==> config.mk <==
export PLATFORM = sky130hd
export DESIGN_NAME = hb_guard
export DESIGN_NICKNAME = d
export VERILOG_FILES = /design/src/rtl/hb_guard_pkg.sv /design/src/rtl/hb_sticky.sv /design/src/rtl/hb_oc_timer.sv /design/src/rtl/hb_gate.sv /design/src/rtl/hb_guard.sv
export SDC_FILE = /design/constraint.sdc
export NUM_CORES = 1
export LEC_CHECK = 0
export ABC_AREA = 1
export BUFFER_PORTS_ARGS = -buffer_cell sky130_fd_sc_hd__buf_2
export CAP_MARGIN = 20
export CORE_UTILIZATION = 37
export DETAILED_ROUTE_END_ITERATION = 8
export GPL_ROUTABILITY_DRIVEN = 0
export SETUP_SLACK_MARGIN = 0.05
export SLEW_MARGIN = 5
export SYNTH_ARGS = -nofsm -noshare
export SYNTH_HDL_FRONTEND = slang
export SYNTH_SLANG_ARGS = --single-unit
==> constraint.sdc <==
create_clock -name clk -period 3.4 [get_ports clk]
set_input_delay 0.17 -clock clk [delete_from_list [all_inputs] [get_ports clk]]
set_output_delay 0.17 -clock clk [all_outputs]
set_load 0.01 [all_outputs]
==> src/rtl/hb_guard_pkg.sv <==
package hb_guard_pkg;

    typedef struct packed {
        logic shoot;
        logic oc;
        logic psf;
        logic tw;
    } hb_flags_t;

    // picks the overcurrent delay in cycles from the select bit
    function automatic int oc_pick(input int short_d, input int long_d, input logic fast);
        return fast ? short_d : long_d;
    endfunction

endpackage

==> src/rtl/hb_sticky.sv <==
module hb_sticky #(
    parameter int W = 1
) (
    input  logic         clk,
    input  logic         rst,
    input  logic [W-1:0] set_i,
    input  logic         clr_i,
    output logic [W-1:0] q
);
    // set has priority over clear so a persisting cause keeps the flag
    always_ff @(posedge clk) begin
        if (rst) begin
            q <= '0;
        end else begin
            for (int b = 0; b < W; b++) begin
                if (set_i[b])   q[b] <= 1'b1;
                else if (clr_i) q[b] <= 1'b0;
            end
        end
    end
endmodule

==> src/rtl/hb_oc_timer.sv <==
module hb_oc_timer
    import hb_guard_pkg::*;
#(
    parameter int SHORT_DLY = 3,
    parameter int LONG_DLY  = 8
) (
    input  logic clk,
    input  logic rst,
    input  logic cmp,
    input  logic fast_sel,
    input  logic clr,
    output logic trip
);
    localparam int CW = $clog2(LONG_DLY + 1);

    logic          run;
    logic [CW-1:0] cnt;
    logic [CW-1:0] lim_q;
    logic [CW-1:0] start_lim;
    logic [CW-1:0] lim_eff;
    logic [CW-1:0] cnt_nx;
    logic          hit;

    always_comb begin
        start_lim = CW'(oc_pick(SHORT_DLY, LONG_DLY, fast_sel));
        lim_eff   = run ? lim_q : start_lim;
        cnt_nx    = run ? cnt + CW'(1) : CW'(1);
        hit       = cmp && !trip && (cnt_nx == lim_eff);
    end

    always_ff @(posedge clk) begin
        if (rst) begin
            trip  <= 1'b0;
            run   <= 1'b0;
            cnt   <= '0;
            lim_q <= '0;
        end else begin
            if (hit)      trip <= 1'b1;
            else if (clr) trip <= 1'b0;

            if (cmp && !trip && !hit) begin
                run <= 1'b1;
                cnt <= cnt_nx;
                if (!run) lim_q <= start_lim;   // delay frozen at start
            end else begin
                run <= 1'b0;
                cnt <= '0;
            end
        end
    end
endmodule

==> src/rtl/hb_gate.sv <==
module hb_gate (
    input  logic hs_req,
    input  logic ls_req,
    input  logic shoot_lat,
    input  logic oc_lat,
    input  logic glob_off,
    output logic hs_on,
    output logic ls_on,
    output logic both
);
    logic block;

    always_comb begin
        both  = hs_req & ls_req;
        block = both | shoot_lat | oc_lat | glob_off;
        hs_on = hs_req & ~block;
        ls_on = ls_req & ~block;
    end
endmodule

==> src/rtl/hb_guard.sv <==
module hb_guard
    import hb_guard_pkg::*;
#(
    parameter int NCH       = 3,
    parameter int SHORT_DLY = 3,
    parameter int LONG_DLY  = 8
) (
    input  logic           clk,
    input  logic           rst,
    input  logic [NCH-1:0] hs_req,
    input  logic [NCH-1:0] ls_req,
    input  logic           oc_fast,
    input  logic           ov_lock_en,
    input  logic           clr_pulse,
    input  logic [NCH-1:0] oc_cmp,
    input  logic           ov_flag,
    input  logic           uv_flag,
    input  logic [NCH-1:0] tw_cmp,
    input  logic [NCH-1:0] tsd_cmp,
    output logic [NCH-1:0] gate_hs,
    output logic [NCH-1:0] gate_ls,
    output logic           stat_shoot,
    output logic           stat_oc,
    output logic           stat_psf,
    output logic           stat_tw
);
    logic [NCH-1:0] both;
    logic [NCH-1:0] shoot_lat;
    logic [NCH-1:0] oc_lat;
    logic           psf_lat;
    logic           tw_lat;
    logic           tsd_lat;
    logic           glob_off;
    hb_flags_t      flags;

    assign glob_off = rst | uv_flag | (ov_flag & ov_lock_en) | tsd_lat | (|tsd_cmp);

    hb_sticky #(.W(NCH)) u_shoot (
        .clk(clk), .rst(rst), .set_i(both), .clr_i(clr_pulse), .q(shoot_lat)
    );

    hb_sticky #(.W(1)) u_psf (
        .clk(clk), .rst(rst), .set_i(ov_flag | uv_flag), .clr_i(clr_pulse), .q(psf_lat)
    );

    hb_sticky #(.W(1)) u_tw (
        .clk(clk), .rst(rst), .set_i(|tw_cmp), .clr_i(clr_pulse), .q(tw_lat)
    );

    hb_sticky #(.W(1)) u_tsd (
        .clk(clk), .rst(rst), .set_i(|tsd_cmp), .clr_i(clr_pulse), .q(tsd_lat)
    );

    for (genvar ch = 0; ch < NCH; ch++) begin : g_ch
        hb_oc_timer #(
            .SHORT_DLY(SHORT_DLY),
            .LONG_DLY (LONG_DLY)
        ) u_oc (
            .clk     (clk),
            .rst     (rst),
            .cmp     (oc_cmp[ch]),
            .fast_sel(oc_fast),
            .clr     (clr_pulse),
            .trip    (oc_lat[ch])
        );

        hb_gate u_gate (
            .hs_req   (hs_req[ch]),
            .ls_req   (ls_req[ch]),
            .shoot_lat(shoot_lat[ch]),
            .oc_lat   (oc_lat[ch]),
            .glob_off (glob_off),
            .hs_on    (gate_hs[ch]),
            .ls_on    (gate_ls[ch]),
            .both     (both[ch])
        );
    end

    always_comb begin
        flags.shoot = |shoot_lat;
        flags.oc    = |oc_lat;
        flags.psf   = psf_lat;
        flags.tw    = tw_lat;
    end

    assign stat_shoot = flags.shoot;
    assign stat_oc    = flags.oc;
    assign stat_psf   = flags.psf;
    assign stat_tw    = flags.tw;
endmodule

==> metrics.txt <==
CTS root buf clkbuf_8; largest net degree at the start of global routing 16; Crit Path Category primary input to primary output; dpl ws 1545 ps; Post-CTS Setup Bufs 0; crit share post-route 0.5433; number of global-route vias before repair 1578; Final nets 341; clock latency on the worst-skew pair 290 ps; critical path required time 3230 ps; Crit. End Element primary output; post-cts resize count 0; IO Pins 32; first-pass GRT wire length 6.492 mm; Max stage delay on crit path 390 ps; clk buf depth 2; Worst Hold Class primary input to register; Leak Pwr 1.072 nW; routed len/inst 9.847 um; share of cells above drive strength 1 0.1551; ANT cells 0; Yosys warnings 0; Die H 74.82 um; worst vdd ir 0.1552 mV; Yosys top cell area share 0.3673; vias per cell 4.655; routed wire length 3.801 mm; total power draw 0.8853 mW; Largest delay share family, worst path simple AND/OR/NAND/NOR gates; largest area contributor in the netlist dfxtp_1; #FFs+latches synth 36; Clock Sinks 36; worst hold path depth 3; setup ws final 1553 ps; initial antenna violation count 0; Startpoint Class primary input; Critical Path, Cell by Cell buf_2 > inv_1 > nand3_1 > nor3b_1 > nand4_1 > nor2_1 > buf_2; post-detailed-route DRC marker count 0; R2R cell count 6; Data arrival, critical path 1680 ps; clock skew 5.176 ps; Mapped Cells 289; Num CTS Buffers 5; CTS tree built; Seq/Total Area, Yosys 0.3673; Die X 74.82 um; DRT Pass-1 Iters 4; status completed; Avg Cell Area, Syn 6.789 um^2; setup violators final 0; worst path buffer plus inverter count 3; number of synthesized flops with an enable pin 0; cell area after synthesis 1962 um^2; GR Util All Layers 0.1534; Post-DRT Antenna Nets 0; Iter 0 DRT Violations 48; Area Growth Syn to Fin 12.44%; synth top area cells dfxtp_1 37%, nand2_1 14%, inv_1 8.6%, nand3_1 8.2%, nor2_1 5.9%; GR Overflow Total 0; max cap viols 0; Post-Syn Nets 314; die area 5597 um^2; worst rel slew slack 0.6262; Pins Over Slew Limit 0; RSZ-0062 raised after global routing no; Port Buf Inserts 31; Core ar. 5107 um^2; Pwr Density 401.3 nW/um^2; Starting Density 0.3841; FP Rows 26; Commonest cells post-synth 72 x nand2_1, 45 x inv_1, 36 x dfxtp_1; Slowest-stage cell, CP nor3b_1; post-route setup TNS 0 ps; final hold viol count 0; Top FF cell, synth dfxtp_1; CTS Hold Bufs 0; clk slew on worst S/H paths 60 ps; Synth async-reset ratio 0; Crit Path Max Fanout 15; Via Count 1797; minimum clock period 1847 ps; Clock H-tree levels 2; placed wire-length estimate 2.919 mm; stages on the worst setup path 7; library cells used by synthesis 25; CP most frequent cell buf_2; most common cell in the synthesized netlist nand2_1; actual slew at the worst max-slew pin 558.6 ps; FMAX 541.3 MHz
[placed cells by master (no fill, tap or decap), drive strengths merged]
cell type   n
nand3      38
nand4      15
inv        46
dfxtp      36
a21oi      19
a2111o      1
clkinv      1
nor3        1
nor3b       1
a21boi      3
ha          3
nand2      73
clkbuf      6
or2         3
o21bai      1
buf        31
nor2       34
o21ai       4
[per-layer routing]
metal | global-route usage | up-vias | wire (um)
met2 | 0.2392 | 35 | 1668
met3 | 0.04552 | 8 | 176
met1 | 0.1931 | 775 | 1875
li1 | - | 979 | -
met4 | 0.07547 | 0 | 80
met5 | 0 | - | 0
[through the flow]
step	area (um^2)	utilization	cells	hold slack, ps
global placement	2128	0.4167	379	448.7
finish	2206	0.4319	386	160.4
floorplan	1962	-	289	332.7
global route	2206	0.4319	386	181.7
detailed placement	2128	0.4167	379	452.3
CTS	2206	0.4319	386	147.3
[flip-flops by register name, indices dropped and copies added (netlist names)]
name	count
g_ch.u_oc.cnt	12
g_ch.u_oc.lim_q	12
u_tsd.q	1
g_ch.u_oc.run	3
u_tw.q	1
g_ch.u_oc.trip	3
u_shoot.q	3
u_psf.q	1
[cell families (layout without fill, tap and decap cells)]
kind of cell             Yosys count  count (layout)  synth area share
buffers and inverters             57              84            0.1269
AO/OA/AOI/OAI                     28              28           0.08163
adder cells (fa/ha/maj)            3               3           0.01913
flip-flops                        36              36            0.3673
AND/OR/NAND/NOR                  165             165            0.4050
[final cells by class]
cell class / count / area, um^2
fillers: 556 / 2902
multi-input cells: 196 / 992.2
flip-flops and latches: 36 / 720.7
inverters: 46 / 172.7
repair buffers: 31 / 155.1
well taps: 70 / 87.58
clock buffers: 6 / 72.57
clock inverters: 1 / 5.005
[tightest hold or removal path, delay by kind of cell]
kind            cells  cell delay, ps
buf+inv             1             100
simple gates        1              70
compound gates      1              60
[power breakdown]
group	leakage (nW)	internal [mW]	switching, mW
Sequential	0.295	0.444	0.0218
Combinational	0.735	0.0517	0.0823
Clock	0.0410	0.139	0.146
[path summary, 6_finish.rpt]
check	from	to	slack (ps)
setup reg to reg	g_ch[0].u_oc.run	g_ch[0].u_oc.cnt[0]	1760
hold reg to reg	u_shoot.q[1]	u_shoot.q[1]	470
hold / removal	ls_req[1]	u_shoot.q[1]	160
setup / recovery	rst	gate_ls[0]	1550
No activity file was read; power rests on OpenSTA's default activity.
